### config.mk
export PLATFORM = sky130hd
export DESIGN_NAME = branch_trace_buffer
export DESIGN_NICKNAME = d
export VERILOG_FILES = /design/src/rtl/btb_pkg.sv /design/src/rtl/btb_ctrl.sv /design/src/rtl/btb_lifo.sv /design/src/rtl/btb_rdmux.sv /design/src/rtl/branch_trace_buffer.sv
export SDC_FILE = /design/constraint.sdc
export NUM_CORES = 1
export LEC_CHECK = 0
export BUFFER_PORTS_ARGS = -buffer_cell sky130_fd_sc_hd__buf_2
export CAP_MARGIN = 20
export CORE_MARGIN = 4
export CORE_UTILIZATION = 35
export DETAILED_ROUTE_END_ITERATION = 6
export PLACE_DENSITY_LB_ADDON = 0.3
export RECOVER_POWER = 25
export REMOVE_ABC_BUFFERS = 1
export SYNTH_ARGS = -nofsm -noshare
export SYNTH_HDL_FRONTEND = slang
export SYNTH_SLANG_ARGS = --single-unit
### constraint.sdc
create_clock -name clk -period 9.3 [get_ports clk]
set_clock_uncertainty 0.15 [all_clocks]
set_input_delay 1.395 -clock clk [delete_from_list [all_inputs] [get_ports clk]]
set_output_delay 1.395 -clock clk [all_outputs]
set_load 0.01 [all_outputs]
### src/rtl/btb_pkg.sv
package btb_pkg;

    localparam int BTB_AW = 32;

    // Control bit positions
    localparam int CTL_ON   = 0;
    localparam int CTL_REC  = 1;
    localparam int CTL_OVF  = 2;
    localparam int CTL_LOOP = 3;

    typedef enum logic [1:0] {
        SEL_CTRL = 2'd0,
        SEL_STAT = 2'd1,
        SEL_DATA = 2'd2,
        SEL_NONE = 2'd3
    } btb_sel_e;

    typedef struct packed {
        logic [BTB_AW-1:0] src;
        logic [BTB_AW-1:0] dst;
    } btb_pair_t;

    function automatic logic [31:0] ctrl_word(input logic on, input logic rec, input logic ovf);
        logic [31:0] w;
        w = '0;
        w[CTL_ON]  = on;
        w[CTL_REC] = rec;
        w[CTL_OVF] = ovf;
        return w;
    endfunction

endpackage

### src/rtl/btb_ctrl.sv
module btb_ctrl
    import btb_pkg::*;
(
    input  logic        clk,
    input  logic        rst,
    input  logic        wr_ctrl,
    input  logic [31:0] wdata,
    input  logic        ovf_set,
    output logic        on_q,
    output logic        rec_q,
    output logic        ovf_q,
    output logic        flush,
    output logic [31:0] ctrl_rd
);

    always_ff @(posedge clk) begin
        if (rst) begin
            on_q  <= 1'b0;
            rec_q <= 1'b0;
            ovf_q <= 1'b0;
        end else begin
            if (wr_ctrl) begin
                on_q  <= wdata[CTL_ON];
                rec_q <= wdata[CTL_REC];
            end
            // software may only clear the flag; a capture overflow sets it
            ovf_q <= ((wr_ctrl ? wdata[CTL_OVF] : 1'b1) & ovf_q) | ovf_set;
        end
    end

    assign flush   = wr_ctrl & ~wdata[CTL_ON];
    assign ctrl_rd = ctrl_word(on_q, rec_q, ovf_q);

endmodule

### src/rtl/btb_lifo.sv
module btb_lifo
    import btb_pkg::*;
#(
    parameter int DEPTH = 16,
    localparam int PW = (DEPTH > 1) ? $clog2(DEPTH) : 1,
    localparam int CW = $clog2(DEPTH + 1)
) (
    input  logic          clk,
    input  logic          rst,
    input  logic          flush,
    input  logic          push,
    input  btb_pair_t     push_pair,
    input  logic          pop_rd,
    output logic [CW-1:0] count,
    output logic          phase,
    output logic          full,
    output btb_pair_t     head
);

    localparam logic [PW-1:0] LAST = PW'(DEPTH - 1);

    btb_pair_t     mem [DEPTH];
    logic [PW-1:0] top_q;
    logic [PW-1:0] top_up;
    logic [PW-1:0] top_dn;
    logic          empty;

    assign empty  = (count == '0);
    assign full   = (count == CW'(DEPTH));
    assign top_up = (top_q == LAST) ? '0 : top_q + PW'(1);
    assign top_dn = (top_q == '0) ? LAST : top_q - PW'(1);
    assign head   = mem[top_q];

    always_ff @(posedge clk) begin
        if (push && !flush) begin
            mem[top_up] <= push_pair;
        end
    end

    always_ff @(posedge clk) begin
        if (rst || flush) begin
            top_q <= '0;
            count <= '0;
            phase <= 1'b0;
        end else if (push) begin
            top_q <= top_up;
            phase <= 1'b0;
            if (!full) begin
                count <= count + CW'(1);
            end
        end else if (pop_rd && !empty) begin
            if (phase) begin
                phase <= 1'b0;
                top_q <= top_dn;
                count <= count - CW'(1);
            end else begin
                phase <= 1'b1;
            end
        end
    end

endmodule

### src/rtl/btb_rdmux.sv
module btb_rdmux
    import btb_pkg::*;
#(
    parameter int CW = 5
) (
    input  btb_sel_e      sel,
    input  logic [31:0]   ctrl_rd,
    input  logic [CW-1:0] count,
    input  logic          phase,
    input  btb_pair_t     head,
    output logic [31:0]   rdata
);

    logic [31:0] data_word;

    always_comb begin
        if (count == '0) begin
            data_word = '0;
        end else if (phase) begin
            data_word = 32'(head.src);
        end else begin
            data_word = 32'(head.dst);
        end
    end

    always_comb begin
        unique case (sel)
            SEL_CTRL: rdata = ctrl_rd;
            SEL_STAT: rdata = 32'(count);
            SEL_DATA: rdata = data_word;
            default:  rdata = '0;
        endcase
    end

endmodule

### src/rtl/branch_trace_buffer.sv
module branch_trace_buffer
    import btb_pkg::*;
#(
    parameter int DEPTH = 16,
    localparam int CW = $clog2(DEPTH + 1)
) (
    input  logic        clk,
    input  logic        rst,
    input  logic        br_valid,
    input  logic [31:0] br_src,
    input  logic [31:0] br_dst,
    input  logic        reg_wr,
    input  logic        reg_rd,
    input  logic [1:0]  reg_addr,
    input  logic [31:0] reg_wdata,
    output logic [31:0] reg_rdata
);

    btb_sel_e      sel;
    logic          wr_ctrl;
    logic          data_rd;
    logic          on_q;
    logic          rec_q;
    logic          ovf_q;
    logic          flush;
    logic [31:0]   ctrl_rd;
    logic          capture;
    logic          full;
    logic          rd_phase;
    logic [CW-1:0] lvl;
    btb_pair_t     new_pair;
    btb_pair_t     head;

    assign sel      = btb_sel_e'(reg_addr);
    assign wr_ctrl  = reg_wr && (sel == SEL_CTRL);
    assign data_rd  = reg_rd && (sel == SEL_DATA);
    assign capture  = br_valid && on_q && rec_q && !data_rd;
    assign new_pair = '{src: br_src, dst: br_dst};

    btb_ctrl u_ctrl (
        .clk     (clk),
        .rst     (rst),
        .wr_ctrl (wr_ctrl),
        .wdata   (reg_wdata),
        .ovf_set (capture && full),
        .on_q    (on_q),
        .rec_q   (rec_q),
        .ovf_q   (ovf_q),
        .flush   (flush),
        .ctrl_rd (ctrl_rd)
    );

    btb_lifo #(.DEPTH(DEPTH)) u_lifo (
        .clk       (clk),
        .rst       (rst),
        .flush     (flush),
        .push      (capture),
        .push_pair (new_pair),
        .pop_rd    (data_rd),
        .count     (lvl),
        .phase     (rd_phase),
        .full      (full),
        .head      (head)
    );

    btb_rdmux #(.CW(CW)) u_rdmux (
        .sel     (sel),
        .ctrl_rd (ctrl_rd),
        .count   (lvl),
        .phase   (rd_phase),
        .head    (head),
        .rdata   (reg_rdata)
    );

endmodule

==> results of run 1 <==
-- state kept, by name, summed over array words and instances, names as in the netlist, named ones only --
signal and count:
u_lifo.mem 1024, u_ctrl.on_q 1, u_lifo.phase 1, u_ctrl.ovf_q 1, u_ctrl.rec_q 1, u_lifo.count 5, u_lifo.top_q 4
-- through the flow --
| stage | setup TNS [ns] | total power [mW] | setup slack [ns] | cell area, um2 | hold slack (ns) |
|---|---|---|---|---|---|
| 2_1_floorplan | -126.59 | 5.26 | -4.39 | 39400 | 0.313 |
| 3_3_place_gp | 0 | 5.32 | 3.53 | 42200 | 0.365 |
| 5_1_grt | 0 | 9.64 | 3.07 | 45600 | 0.380 |
| 4_1_cts | 0 | 9.42 | 3.27 | 45600 | 0.369 |
| 3_5_place_dp | 0 | 5.33 | 3.51 | 42300 | 0.362 |
| 6_report | 0 | 9.33 | 3.47 | 45600 | 0.362 |
-- cell families after synthesis --
group,Yosys count
buffers and inverters,110
flip-flops,1041
adder cells (fa/ha/maj),9
AO/OA/AOI/OAI,142
multiplexers,271
AND/OR/NAND/NOR,259
XOR/XNOR,8
-- worst paths after layout --
check | depth (start not counted) | to | slack, ns
setup / recovery | 7 | reg_rdata[27] | 3.47
hold / removal | 2 | u_ctrl.on_q | 0.36
setup reg to reg | 7 | u_lifo.mem[14][14] | 4.77
hold reg to reg | 2 | u_ctrl.on_q | 0.36
-- metal layers --
metal,global-route usage [%],up-vias,share of wire (%)
li1,-,8062,-
met1,22.1,10400,43
met2,26.2,639,49
met3,3.04,135,6.2
met4,3.42,10,1.7
met5,0,-,0.063
-- area by class of cell --
cell class	count	share of cell area, %
Sequential cell	1041	68.2
Multi-Input combinational cell	689	18.5
Clock buffer	138	6.23
Tap cell	1500	4.11
Timing Repair Buffer	141	1.83
Clock inverter	58	1.14
Inverter	7	0.0576
Antenna cell	4	0.0219
-- synthesized netlist by cell type, drive strengths merged (2+ instances only) --
cell,instances
nand3,64
dfxtp,17
o22ai,31
o211ai,3
a21oi,14
o31ai,2
nor2,40
and3,53
a211oi,2
nand2b,5
ha,8
o2111ai,3
or2,2
buf,60
edfxtp,1024
inv,6
o41ai,2
clkbuf,43
a31oi,7
or3,2
nor3,3
o21a,2
mux2i,21
a22oi,59
nand2,79
o22a,2
mux4,249
xnor2,7
a21o,4
nor3b,2
nor2b,5
o21ai,4
-- power groups by stage --
stage | clock network (mW) | registers (mW) | logic [mW]
2_1_floorplan | 0 | 5.25 | 0.0109
3_3_place_gp | 0 | 5.25 | 0.0770
3_5_place_dp | 0 | 5.25 | 0.0856
4_1_cts | 4.19 | 5.15 | 0.0854
5_1_grt | 4.41 | 5.15 | 0.0918
6_report | 4.09 | 5.15 | 0.0819
-- worst reg2reg max path, delay by kind of cell, from the launching register on --
kind	cells	cell delay, ns
simple gates	4	1.66
buf+inv	2	1.26
compound gates	1	0.68
flops	1	0.37
==> flow_metrics.env, run 1 <==
export IMPL_status="finished clean"
export IMPL_regArea_um2=31100
export IMPL_crit_buf_inv=3
export IMPL_fill_cells=9956
export IMPL_die_w_um=346
export IMPL_grt_pass1_vias=20100
export IMPL_internal_power_mw=7.51
export IMPL_die_height_um=346
export IMPL_drive_gt1_share_pct=25.7
export IMPL_synth_top_area_cell="edfxtp_1"
export IMPL_coreArea_um2=113000
export IMPL_rsz0062_at_grt="false"
export IMPL_synth_top_family_by_area="multiplexers"
export IMPL_yosysWarnings=0
export IMPL_synthFlopType="edfxtp_1"
export IMPL_arrival_ns=4.28
export IMPL_final_common_cell="edfxtp_1"
export IMPL_cts_sinks=1041
export IMPL_crit_top_cell="buf_4"
export IMPL_slowest_stage="buf_4"
export IMPL_post_cts_buffers=0
export IMPL_required_ns=7.76
export IMPL_synth_edff_count=1024
export IMPL_synth_cells=1840
export IMPL_avgSynthCellArea_um2=21.7
export IMPL_min_from="u_ctrl.on_q"
export IMPL_synth_compound_area_share_pct=2.48
export IMPL_viasPerCell=5.38
export IMPL_p_per_area_nw_per_um2=204
export IMPL_cts_root_buf="clkbuf_16"
export IMPL_start_util_pct=35.4
export IMPL_postLayoutCoreUtil_pct=40.4
export IMPL_cts_repair_resize_count=0
export IMPL_path_delay_family="buffers and inverters"
export IMPL_relSlewSlack_pct=26.5
export IMPL_finalSetupViolations=0
export IMPL_hp_class="register to register"
export IMPL_cts_htree_levels=3
export IMPL_multi_input_area_um2=8420
export IMPL_numCtsBuffers=106
export IMPL_routed_wl_mm=96.4
export IMPL_clkLatencyLatePin_ns=0.67
export IMPL_antenna_found_initial=17
export IMPL_peakVddDrop_uv=139
export IMPL_p_clk_share_pct=43.9
export IMPL_synthTopCellsByArea="edfxtp_1 (77%), mux4_2 (14%), a22oi_1 (1.1%)"
export IMPL_routabilityCongestion=0.752
export IMPL_synth_cell_types=55
export IMPL_switching_power_mw=1.81
export IMPL_clkSlewWorstSetupHoldPaths_ns=0.06
export IMPL_crit_path_max_incr_delay_ns=0.78
export IMPL_cts_tree="done"
export IMPL_pwr_share_comb_pct=0.9
export IMPL_holdBufCountCts=0
export IMPL_synthSimpleGateAreaFrac_pct=3.17
export IMPL_overflow=0
export IMPL_switching_share_pct=19.4
export IMPL_final_hold_violation_count=0
export IMPL_period_share_pct=62.7
export IMPL_slew_viol_final=0
export IMPL_ys_seq_elements=1041
export IMPL_worst_setup_path_end_kind="output port"
export IMPL_dp_cells=3376
export IMPL_synth_fa_ha_area_share_pct=0.300
export IMPL_fmax_ghz=0.172
export IMPL_netlist_area_leader_share_pct=76.9
export IMPL_final_cells=3578
export IMPL_nets=2098
export IMPL_rows=123
export IMPL_drc=0
export IMPL_maxCapViolCount=0
export IMPL_async_reset_ff_share_pct=0
export IMPL_area_growth_pct=14.1
export IMPL_share_seq_of_total_power_pct=55.2
export IMPL_io_pins=135
export IMPL_wl_per_cell_um=26.9
export IMPL_muxShareOfSynthArea_pct=14.6
export IMPL_clockBufferDepth=3
export IMPL_yosysSeqAreaShare_pct=77.7
export IMPL_cp_start_kind="register"
export IMPL_antenna_left=0
export IMPL_grt_max_degree=163
export IMPL_path_max_fanout=44
export IMPL_drtPass1Iterations=5
export IMPL_dieArea_um2=120000
export IMPL_max_slew_worst_pin_slew_ns=1.10
export IMPL_power_leakage_nw=13.7
export IMPL_post_route_min_period_ns=5.83
export IMPL_track_usage_pct=15.9
export IMPL_reg2reg_from="u_ctrl.rec_q"
export IMPL_drt_iter0_markers=1795
export IMPL_path_cells="buf_4, buf_4, mux4_2, a22oi_1, and3_1, o22ai_1, buf_2"
export IMPL_synth_xor_area_share_pct=0.175
export IMPL_grt_pass1_wl_mm=141
export IMPL_io_buffers=105
export IMPL_dp_hpwl_mm=47.6
export IMPL_syn_cell_area_um2=40000
export IMPL_vias=19300
export IMPL_final_cell_mix="edfxtp_1 (1024), mux4_2 (249), clkbuf_16 (107)"
export IMPL_path_class="register to output port"
(Power assumes the default switching activity.)
==> run 2, diff against run 1 <==
==> constraint.sdc (replaced) <==
create_clock -name clk -period 5.25 [get_ports clk]
set_clock_uncertainty 0.15 [all_clocks]
set_input_delay 0.7875 -clock clk [delete_from_list [all_inputs] [get_ports clk]]
set_output_delay 0.7875 -clock clk [all_outputs]
set_load 0.01 [all_outputs]
==> run 2 against run 1 <==
Against the previous run:
- core utilization is 0.27 points higher
- largest cell class unchanged
- clock-buffer cell count down 16
- power rose by 78%
- first-iteration DRC count rose by 8.5%
==> flow_metrics.env, run 2 (same netlist as run 1, synthesis figures left out) <==
export IMPL_hp_class="input port to register"
export IMPL_worst_setup_path_end_kind="output port"
export IMPL_path_delay_family="flip-flops"
export IMPL_drc=0
export IMPL_overflow=0
export IMPL_slowest_stage="dfxtp_4"
export IMPL_final_common_cell="edfxtp_1"
export IMPL_status="finished clean"
export IMPL_cts_root_buf="clkbuf_16"
export IMPL_finalSetupViolations=0
export IMPL_pwr_share_comb_pct=0.9
export IMPL_drtPass1Iterations=6
export IMPL_path_max_fanout=37
export IMPL_cts_sinks=1041
export IMPL_drt_iter0_markers=1948
export IMPL_cts_htree_levels=3
export IMPL_io_buffers=105
export IMPL_placed_area_um2=42600
export IMPL_holdWs_ns=0.205
export IMPL_power_leakage_nw=13.8
export IMPL_internal_power_mw=13.4
export IMPL_track_usage_pct=15.7
export IMPL_share_seq_of_total_power_pct=55.1
export IMPL_coreArea_um2=113000
export IMPL_drive_gt1_share_pct=26.2
export IMPL_rows=123
export IMPL_holdBufCountCts=0
export IMPL_largest_register="u_lifo.mem"
export IMPL_io_pins=135
export IMPL_path_class="register to output port"
export IMPL_slew_viol_final=0
export IMPL_p_per_area_nw_per_um2=361
export IMPL_crit_path_max_incr_delay_ns=0.88
export IMPL_dp_cells=3402
export IMPL_grt_pass1_vias=20100
export IMPL_maxCapViolCount=0
export IMPL_final_hold_violation_count=0
export IMPL_start_util_pct=35.4
export IMPL_switching_power_mw=3.19
export IMPL_path_cells="buf_4, mux4_2, a22oi_1, and3_1, o22ai_1, buf_2"
export IMPL_final_area_um2=45900
export IMPL_period_share_pct=87.8
export IMPL_cp_start_kind="register"
export IMPL_peakVddDrop_uv=295
export IMPL_arrival_ns=3.67
export IMPL_antenna_left=0
export IMPL_cts_tree="done"
export IMPL_relSlewSlack_pct=33.1
export IMPL_switching_share_pct=19.3
export IMPL_area_growth_pct=14.9
export IMPL_clockBufferDepth=3
export IMPL_grt_max_degree=152
export IMPL_fmax_ghz=0.217
export IMPL_crit_buf_inv=2
export IMPL_clkSlewWorstSetupHoldPaths_ns=0.06
export IMPL_p_clk_share_pct=44.1
export IMPL_grt_pass1_wl_mm=139
export IMPL_dieArea_um2=120000
export IMPL_post_cts_buffers=0
export IMPL_viasPerCell=5.35
export IMPL_nets=2119
export IMPL_max_slew_worst_pin_slew_ns=1.00
export IMPL_die_w_um=346
export IMPL_cts_repair_resize_count=0
export IMPL_wl_per_cell_um=26.5
export IMPL_routed_wl_mm=95.4
export IMPL_routabilityCongestion=0.748
export IMPL_die_height_um=346
export IMPL_vias=19200
export IMPL_post_route_min_period_ns=4.61
export IMPL_numCtsBuffers=103
export IMPL_dp_hpwl_mm=48.5
export IMPL_rsz0062_at_grt="false"
export IMPL_final_cells=3598
export IMPL_clkLatencyLatePin_ns=0.69
export IMPL_final_cell_mix="edfxtp_1 (1024), mux4_2 (249), clkbuf_16 (106)"
export IMPL_largest_reg_flops=1024
export IMPL_required_ns=4.31
export IMPL_top_regs="u_lifo.mem (1024), u_lifo.count (5), u_lifo.top_q (4)"
export IMPL_antenna_found_initial=17
-- run 2: changes by cell type in the layout (fill, tap and decap cells not counted), sizes merged --
| cell | previous run | this run |
|---|---|---|
| buf | 98 | 116 |
| clkbuf | 181 | 171 |
| bufinv | 7 | 11 |
| diode | 4 | 7 |
| clkinvlp | 6 | 8 |
| inv | 8 | 10 |
| clkinv | 44 | 45 |
-- run 2: per-stage QoR --
step | worst slack, ns | total power [mW] | util [%] | setup TNS (ns)
final | 0.643 | 16.6 | 40.7 | 0
after floorplan | -7.83 | 9.32 | - | -331.66
after CTS | 0.467 | 16.8 | 40.7 | 0
after global placement | 1.28 | 9.43 | 37.7 | 0
after global routing | 0.326 | 17.1 | 40.7 | 0
after detailed placement | 1.25 | 9.44 | 37.7 | 0
-- run 2: layer usage --
| layer | part of all wire [%] | vias up | routed length, um | GRT usage [%] |
|---|---|---|---|---|
| li1 | - | 8100 | - | - |
| met1 | 43 | 10400 | 41300 | 22.2 |
| met2 | 48 | 616 | 45900 | 25.4 |
| met3 | 6.6 | 138 | 6250 | 3.02 |
| met4 | 1.9 | 12 | 1790 | 3.97 |
| met5 | 0.074 | - | 71 | 0 |
-- run 2: final cells by class --
class / count / area, um2
Sequential cell: 1041 / 31100
Clock buffer: 122 / 2710
Timing Repair Buffer: 165 / 1130
Fill cell: 9935 / 67000
Antenna cell: 7 / 17.5
Clock inverter: 67 / 653
Inverter: 7 / 26.3
Multi-Input combinational cell: 689 / 8420
Tap cell: 1500 / 1880
-- run 2: power groups by stage --
stage	Clock [mW]	Combinational, mW	Sequential [mW]
final	7.30	0.143	9.12
after global routing	7.84	0.159	9.12
after CTS	7.48	0.149	9.12
after detailed placement	0	0.150	9.30
after global placement	0	0.133	9.29
after floorplan	0	0.0194	9.30
-- run 2: path summary, 6_finish.rpt --
path,cells past startpoint,startpoint,slack [ns],endpoint
worst max register to register,5,u_lifo.top_q[0],1.59,u_lifo.mem[13][43]
worst min-delay path,2,rst,0.20,u_ctrl.ovf_q
worst max-delay path,6,register,0.64,reg_rdata[16]
worst min register to register,2,u_ctrl.on_q,0.36,u_ctrl.on_q
